## config.mk

```make
export PLATFORM = sky130hd
export DESIGN_NAME = phy_regbank
export DESIGN_NICKNAME = d
export VERILOG_FILES = /design/src/rtl/phy_regbank_pkg.sv /design/src/rtl/phy_regbank_alias.sv /design/src/rtl/phy_regbank_sense.sv /design/src/rtl/phy_regbank_irq.sv /design/src/rtl/phy_regbank.sv
export SDC_FILE = /design/constraint.sdc
export NUM_CORES = 1
export LEC_CHECK = 0
export CORE_MARGIN = 3
export CORE_UTILIZATION = 53
export CTS_BUF_LIST = sky130_fd_sc_hd__clkbuf_8 sky130_fd_sc_hd__clkbuf_16
export CTS_CLUSTER_SIZE = 20
export DETAILED_ROUTE_END_ITERATION = 16
export PLACE_DENSITY = 0.81
export SLEW_MARGIN = 20
export SYNTH_ARGS = -nofsm -noshare
export SYNTH_HDL_FRONTEND = slang
export SYNTH_HIERARCHICAL = 1
export SYNTH_SLANG_ARGS = --single-unit
```

## constraint.sdc

```tcl
create_clock -name clk -period 1.7 [get_ports clk]
set_input_delay 0.255 -clock clk [delete_from_list [all_inputs] [get_ports clk]]
set_output_delay 0.255 -clock clk [all_outputs]
set_load 0.03 [all_outputs]
```

## src/rtl/phy_regbank_pkg.sv

```systemverilog
package phy_regbank_pkg;

   localparam int REG_W   = 8;
   localparam int NUM_CTL = 5;
   localparam int ALIASES = 3;

   typedef enum logic [1:0] {
      ACC_LOAD = 2'd0,
      ACC_OR   = 2'd1,
      ACC_ANDN = 2'd2,
      ACC_IDLE = 2'd3
   } acc_e;

   function automatic logic [REG_W-1:0] apply_acc(input acc_e a,
                                                  input logic [REG_W-1:0] cur,
                                                  input logic [REG_W-1:0] d);
      case (a)
         ACC_LOAD: return d;
         ACC_OR:   return cur | d;
         ACC_ANDN: return cur & ~d;
         default:  return cur;
      endcase
   endfunction

endpackage

```

## src/rtl/phy_regbank_alias.sv

```systemverilog
module phy_regbank_alias
   import phy_regbank_pkg::*;
#(
   parameter int               ADDR_W = 6,
   parameter int               BASE   = 4,
   parameter logic [REG_W-1:0] MASK   = 8'hFF,
   parameter logic [REG_W-1:0] RST    = 8'h00
) (
   input  logic              clk,
   input  logic              rst_n,
   input  logic              wr_en,
   input  logic [ADDR_W-1:0] wr_addr,
   input  logic [REG_W-1:0]  wr_data,
   output logic [REG_W-1:0]  q
);

   localparam logic [ADDR_W-1:0] LO = ADDR_W'(BASE);
   localparam logic [ADDR_W-1:0] HI = ADDR_W'(BASE + ALIASES - 1);

   logic              hit;
   logic [ADDR_W-1:0] off;
   acc_e              acc;

   assign hit = wr_en && (wr_addr >= LO) && (wr_addr <= HI);
   assign off = wr_addr - LO;
   assign acc = hit ? acc_e'(off[1:0]) : ACC_IDLE;

   always_ff @(posedge clk or negedge rst_n) begin
      if (!rst_n) q <= RST & MASK;
      else        q <= apply_acc(acc, q, wr_data) & MASK;
   end

endmodule

```

## src/rtl/phy_regbank_sense.sv

```systemverilog
module phy_regbank_sense #(
   parameter int W = 6
) (
   input  logic         clk,
   input  logic         rst_n,
   input  logic [W-1:0] live,
   output logic [W-1:0] now_q,
   output logic [W-1:0] prev_q,
   output logic         change
);

   always_ff @(posedge clk or negedge rst_n) begin
      if (!rst_n) begin
         now_q  <= '0;
         prev_q <= '0;
      end else begin
         now_q  <= live;
         prev_q <= now_q;
      end
   end

   assign change = |(now_q ^ prev_q);

endmodule

```

## src/rtl/phy_regbank_irq.sv

```systemverilog
module phy_regbank_irq
   import phy_regbank_pkg::*;
#(
   parameter logic [REG_W-1:0] MASK = 8'h1E
) (
   input  logic             clk,
   input  logic             rst_n,
   input  logic [REG_W-1:0] src_now,
   input  logic [REG_W-1:0] src_prev,
   input  logic [REG_W-1:0] en_rise,
   input  logic [REG_W-1:0] en_fall,
   input  logic             clr_stb,
   input  logic [REG_W-1:0] clr_bits,
   output logic [REG_W-1:0] latch
);

   logic [REG_W-1:0] rise_ev, fall_ev, clr_m;

   assign rise_ev = src_now & ~src_prev & en_rise & MASK;
   assign fall_ev = ~src_now & src_prev & en_fall & MASK;
   assign clr_m   = clr_stb ? clr_bits : '0;

   always_ff @(posedge clk or negedge rst_n) begin
      if (!rst_n) latch <= '0;
      else        latch <= ((latch & ~clr_m) | rise_ev | fall_ev) & MASK;
   end

endmodule

```

## src/rtl/phy_regbank.sv

```systemverilog
module phy_regbank
   import phy_regbank_pkg::*;
#(
   parameter int               ADDR_W     = 6,
   parameter logic [15:0]      VENDOR_ID  = 16'hA5C3,
   parameter logic [15:0]      PRODUCT_ID = 16'h3E71,
   parameter logic [REG_W-1:0] FUNC_MASK  = 8'h7F,
   parameter logic [REG_W-1:0] INTF_MASK  = 8'h9F,
   parameter logic [REG_W-1:0] OTG_MASK   = 8'hFF,
   parameter logic [REG_W-1:0] IRQ_MASK   = 8'h1E,
   parameter logic [REG_W-1:0] FUNC_RST   = 8'h41,
   parameter logic [REG_W-1:0] INTF_RST   = 8'h00,
   parameter logic [REG_W-1:0] OTG_RST    = 8'h06,
   parameter logic [REG_W-1:0] IRQ_EN_RST = 8'h1E
) (
   input  logic              clk,
   input  logic              rst_n,
   input  logic              wr_en,
   input  logic [ADDR_W-1:0] wr_addr,
   input  logic [7:0]        wr_data,
   input  logic [ADDR_W-1:0] rd_addr,
   output logic [7:0]        rd_data,
   input  logic              vbus_valid,
   input  logic              sess_valid,
   input  logic              sess_end,
   input  logic              id_gnd,
   input  logic [1:0]        line_state,
   output logic [7:0]        func_ctrl,
   output logic [7:0]        intf_ctrl,
   output logic [7:0]        otg_ctrl,
   output logic              irq_pending,
   output logic              status_change
);

   localparam int CTL_BASE   = 4;
   localparam int IDX_FUNC   = 0;
   localparam int IDX_INTF   = 1;
   localparam int IDX_OTG    = 2;
   localparam int IDX_ERISE  = 3;
   localparam int IDX_EFALL  = 4;
   localparam int LATCH_ADDR = CTL_BASE + ALIASES * NUM_CTL;
   localparam int LCLR_ADDR  = LATCH_ADDR + 1;
   localparam int DBG_ADDR   = LATCH_ADDR + 2;
   localparam int SENSE_W    = 6;

   localparam logic [REG_W*NUM_CTL-1:0] CTL_MASKS =
      {IRQ_MASK, IRQ_MASK, OTG_MASK, INTF_MASK, FUNC_MASK};
   localparam logic [REG_W*NUM_CTL-1:0] CTL_RSTS =
      {IRQ_EN_RST, IRQ_EN_RST, OTG_RST, INTF_RST, FUNC_RST};

   generate
      if (ADDR_W < 5 || ADDR_W > 8) begin : g_bad_addr_w
         $error("phy_regbank: ADDR_W must lie in 5..8");
      end
      if ((IRQ_MASK & 8'hE1) != 8'h00) begin : g_bad_irq_mask
         $error("phy_regbank: IRQ_MASK may only cover bits 4:1");
      end
   endgenerate

   logic [REG_W-1:0] ctl_q [NUM_CTL];

   genvar gi;
   generate
      for (gi = 0; gi < NUM_CTL; gi++) begin : g_ctl
         phy_regbank_alias #(
            .ADDR_W (ADDR_W),
            .BASE   (CTL_BASE + ALIASES * gi),
            .MASK   (CTL_MASKS[gi*REG_W +: REG_W]),
            .RST    (CTL_RSTS[gi*REG_W +: REG_W])
         ) u_reg (
            .clk     (clk),
            .rst_n   (rst_n),
            .wr_en   (wr_en),
            .wr_addr (wr_addr),
            .wr_data (wr_data),
            .q       (ctl_q[gi])
         );
      end
   endgenerate

   logic [SENSE_W-1:0] live, now_q, prev_q;

   assign live = {line_state, id_gnd, sess_end, sess_valid, vbus_valid};

   phy_regbank_sense #(.W(SENSE_W)) u_sense (
      .clk    (clk),
      .rst_n  (rst_n),
      .live   (live),
      .now_q  (now_q),
      .prev_q (prev_q),
      .change (status_change)
   );

   logic [REG_W-1:0] src_now, src_prev, latch;
   logic             clr_stb;

   assign src_now  = {3'b000, now_q[3:0], 1'b0};
   assign src_prev = {3'b000, prev_q[3:0], 1'b0};
   assign clr_stb  = wr_en && (wr_addr == ADDR_W'(LCLR_ADDR));

   phy_regbank_irq #(.MASK(IRQ_MASK)) u_irq (
      .clk      (clk),
      .rst_n    (rst_n),
      .src_now  (src_now),
      .src_prev (src_prev),
      .en_rise  (ctl_q[IDX_ERISE]),
      .en_fall  (ctl_q[IDX_EFALL]),
      .clr_stb  (clr_stb),
      .clr_bits (wr_data),
      .latch    (latch)
   );

   assign irq_pending = |latch;
   assign func_ctrl   = ctl_q[IDX_FUNC];
   assign intf_ctrl   = ctl_q[IDX_INTF];
   assign otg_ctrl    = ctl_q[IDX_OTG];

   always_comb begin
      rd_data = '0;
      case (rd_addr)
         ADDR_W'(0):          rd_data = VENDOR_ID[7:0];
         ADDR_W'(1):          rd_data = VENDOR_ID[15:8];
         ADDR_W'(2):          rd_data = PRODUCT_ID[7:0];
         ADDR_W'(3):          rd_data = PRODUCT_ID[15:8];
         ADDR_W'(LATCH_ADDR): rd_data = latch;
         ADDR_W'(LCLR_ADDR):  rd_data = latch;
         ADDR_W'(DBG_ADDR):   rd_data = {6'b000000, now_q[5:4]};
         default:             rd_data = '0;
      endcase
      for (int i = 0; i < NUM_CTL; i++) begin
         if (rd_addr >= ADDR_W'(CTL_BASE + ALIASES * i) &&
             rd_addr <= ADDR_W'(CTL_BASE + ALIASES * i + ALIASES - 1))
            rd_data = ctl_q[i];
      end
   end

endmodule

```

==> results.txt, run 1 <==
----------------------------------------------------
[Global routing]
  Total track usage ... 0.319
  Met3 GRT Util ... 0.0394
  Largest net degree at the start of global routing ... 46
  Global routing usage on met1 ... 0.396
  Met2 Track Usage GR ... 0.541
  Vias in the first global route ... 3,648
  Busiest metal layer after global routing ... met2
  Global-route wire length before repair ... 18.5 mm
  Number of antenna violations at the first check in global routing ... 0
  Final global-route overflow total ... 0

[Worst setup path]
  Reg-to-reg startpoint ... u_sense/prev_q[0]$_DFF_PN0_
  Endpoint arrival time on the critical path ... 1700 ps
  Startpoint-to-endpoint class of the critical path ... in -> out
  Worst Path Max Fanout ... 4
  CP endpoint kind ... output pin
  Critical Path Start Type ... input port
  Reg2Reg Setup Slack ... 690 ps
  Required arrival time at the worst endpoint ... 1440 ps
  Worst Reg-to-Reg Cells ... 4
  Destination of the worst register-to-register timing path ... u_irq/latch[1]$_DFF_PN0_

[Power and ir drop]
  Pwr/cell area ... 735 nW/um^2
  Sw frac ... 0.398
  Comb power frac ... 0.407
  IR Drop Worst-Case VDD ... 0.601 mV
  Internal power ... 0.00230 W
  Static Leakage ... 2.28 nW
  Switching power ... 0.00152 W
  Clock network power share ... 0.183
  Total power ... 0.00381 W
  Seq pwr share ... 0.410

[Timing]
  Worst clock skew ... 1.95 ps
  Setup repair after global routing missed its margin ... yes
  F_max ... 511 MHz
  Final hold violation count ... 0
  Post-route clock period utilization ... 1.15
  Worst Max-Slew Pin Slew ... 561 ps
  Setup violations, final ... 16
  Fin. max-slew vios ... 0
  Crit path setup slack, layout ... -256 ps
  Hold WS ... 5.33 ps
  Fin crit period ... 1960 ps
  Headroom to the max-slew limit ... 0.626

[Floorplanning]
  Width of the die ... 86.0 microns
  Number of top-level pins ... 63
  Initial core utilization ... 0.560
  Y dimension of the die ... 86.0 microns
  Die ar. ... 7400 sq um
  Core footprint ... 6060 sq um
  Number of placement rows ... 28

[Clock tree]
  Worst-path clk slew ... 90 ps
  Library cell used as clock root buffer ... clkbuf_8
  Number of clock sinks ... 45
  Clock latency reported for the late side of the worst-skew pair ... 310 ps
  Count of hold-fix buffers inserted at cts ... 0
  Number of buffers on the longest clock path ... 2
  Total clock buffers created by CTS ... 5
  Clock tree from TritonCTS ... yes
  Maximum level of the CTS H-tree ... 2

[Drt]
  Post-detailed-route DRC marker count ... 0
  Count of nets left with antenna violations after detail routing ... 0
  Detailed-route wire length per cell ... 20.8 microns
  Post-DR vias/cell ... 6.35
  Overall routed net length ... 12.0 mm
  First-pass detailed-route iteration total ... 7
  Via Count ... 3,650
  Violation count after the first detailed-routing iteration ... 248

[Final layout]
  Filler Cells Inserted ... 322
  Area occupied by multi-input gates ... 2430 sq um
  Area of all sequential standard cells ... 1140 sq um
  Share of cells above drive strength 1 ... 0.470
  Layout-stage area growth over the synthesis result ... 52.8%
  Number of antenna diodes ... 0
  Net count of the finished layout ... 539
  Final design instance area without fill ... 5190 sq um
  Layout Utilization ... 0.856

[Logic synthesis]
  Mapped Cells ... 364
  Yosys warnings ... 6
  Avg Synthesized Cell Area ... 9.33 sq um
  Post-synth design cell area ... 3400 sq um

[Worst hold path]
  Worst hold path type ... in -> async

[Placed design]
  Final HPWL DP ... 8.01 mm
  Cell Area, Placed ... 4570 sq um
  Final weighted congestion of routability-driven global placement ... 1.01
  Input/output buffers ... 59

[Status]
  Violations in the final reports ... negative setup slack
  Status ... complete, but fails checks

[Job]
  Number of max-cap violations ... 0

----------------------------------------------------
-- layout by cell type (no fill, tap or decap), types with 4 or more instances in the layout --
master           count
a22o_2               5
conb_1              15
o211ai_2             4
inv_1               20
or2_4                4
dfstp_2             12
buf_6               24
o2bb2ai_2           13
nand2_1             19
dfrtp_1             32
nand3b_1             6
nor2_1              11
dlymetal6s2s_1       8
o22ai_2              9
o21ai_1              5
buf_4               75
nand2b_1            13
or2b_1               7
a22o_1               7
a21oi_1             33
dlygate4sd2_1       12
o21ai_2              8
or3_4                5
o41ai_1              4
a222oi_1             6
xor2_1               4
a21oi_2              5
clkdlybuf4s50_1     17
ha_1                 8
o21ai_0              5
clkbuf_8             5
or3b_4               4
nand3_1              6
buf_8                4
-- power groups by stage --
stage / registers, W / logic [W] / clock network, W
after floorplan: 0.00172 / 0.000518 / 0
after global placement: 0.00154 / 0.00138 / 0
after detailed placement: 0.00154 / 0.00141 / 0
after CTS: 0.00154 / 0.00146 / 0.000703
after global routing: 0.00158 / 0.00164 / 0.000753
final: 0.00156 / 0.00155 / 0.000699
-- state kept, by name, summed over array words and instances (netlist names) --
register / cells
u_sense/now_q: 6
u_irq/latch: 4
u_sense/prev_q: 6
g_ctl.u_reg/q: 29
-- per-stage QoR --
| stage | setup WS (ps) | instances | TNS, ps |
|---|---|---|---|
| floorplan | -248 | 374 | -2420 |
| global placement | -694 | 555 | -17950 |
| detailed placement | -762 | 555 | -19340 |
| CTS | -222 | 569 | -1450 |
| global route | -351 | 575 | -2670 |
| finish | -256 | 575 | -2020 |
-- worst max-delay path: stages --
cell and delay, ps:
buf_8 100, buf_6 110, buf_4 140, buf_4 140
nand3_1 130, o31a_1 220, o32ai_2 100, o31ai_2 290
buf_4 210
-- layer usage --
layer  wire, microns  vias up  share of wire
met3             961       63          0.080
met1            4420     1761           0.37
li1                -     1601              -
met5               0        -              0
met2            5950      225           0.50
met4             648        0          0.054
-- final cells by class --
cell class | instances | area share
timing repair buffer | 146 | 0.259
clock inverter | 3 | 0.00410
clock buffer | 5 | 0.0133
multi-input combinational | 278 | 0.469
inverter | 23 | 0.0166
tap | 75 | 0.0181
sequential | 45 | 0.220
-- worst max-delay path by stage --
stage	from	endpoint	slack [ps]	cells past startpoint
4_1_cts	rd_addr[1]	rd_data[2]	-220	8
3_3_place_gp	rd_addr[0]	rd_data[3]	-690	8
2_1_floorplan	wr_addr[5]	g_ctl[0].u_reg/q[1]$_DFFE_PN0P_	-250	7
5_1_grt	rd_addr[1]	rd_data[2]	-350	9
6_report	rd_addr[1]	rd_data[6]	-260	9
3_5_place_dp	wr_en	g_ctl[0].u_reg/q[3]$_DFFE_PN0P_	-760	8
-- what timing repair did --
action / CTS / global route
setup buffers: 7 / 6
endpoints found under the setup margin: 45 / 29
pin swaps: 41 / 16
cloned: 0 / 0
gates resized for setup: 153 / 33
No activity file was read; power rests on OpenSTA's default activity.
==> inputs of run 2 (changes only) <==
Settings changed: SLEW_MARGIN 20 to 40.
==> results of run 2 <==
No change in the layout: final DEF, timing and power equal those of run 1.
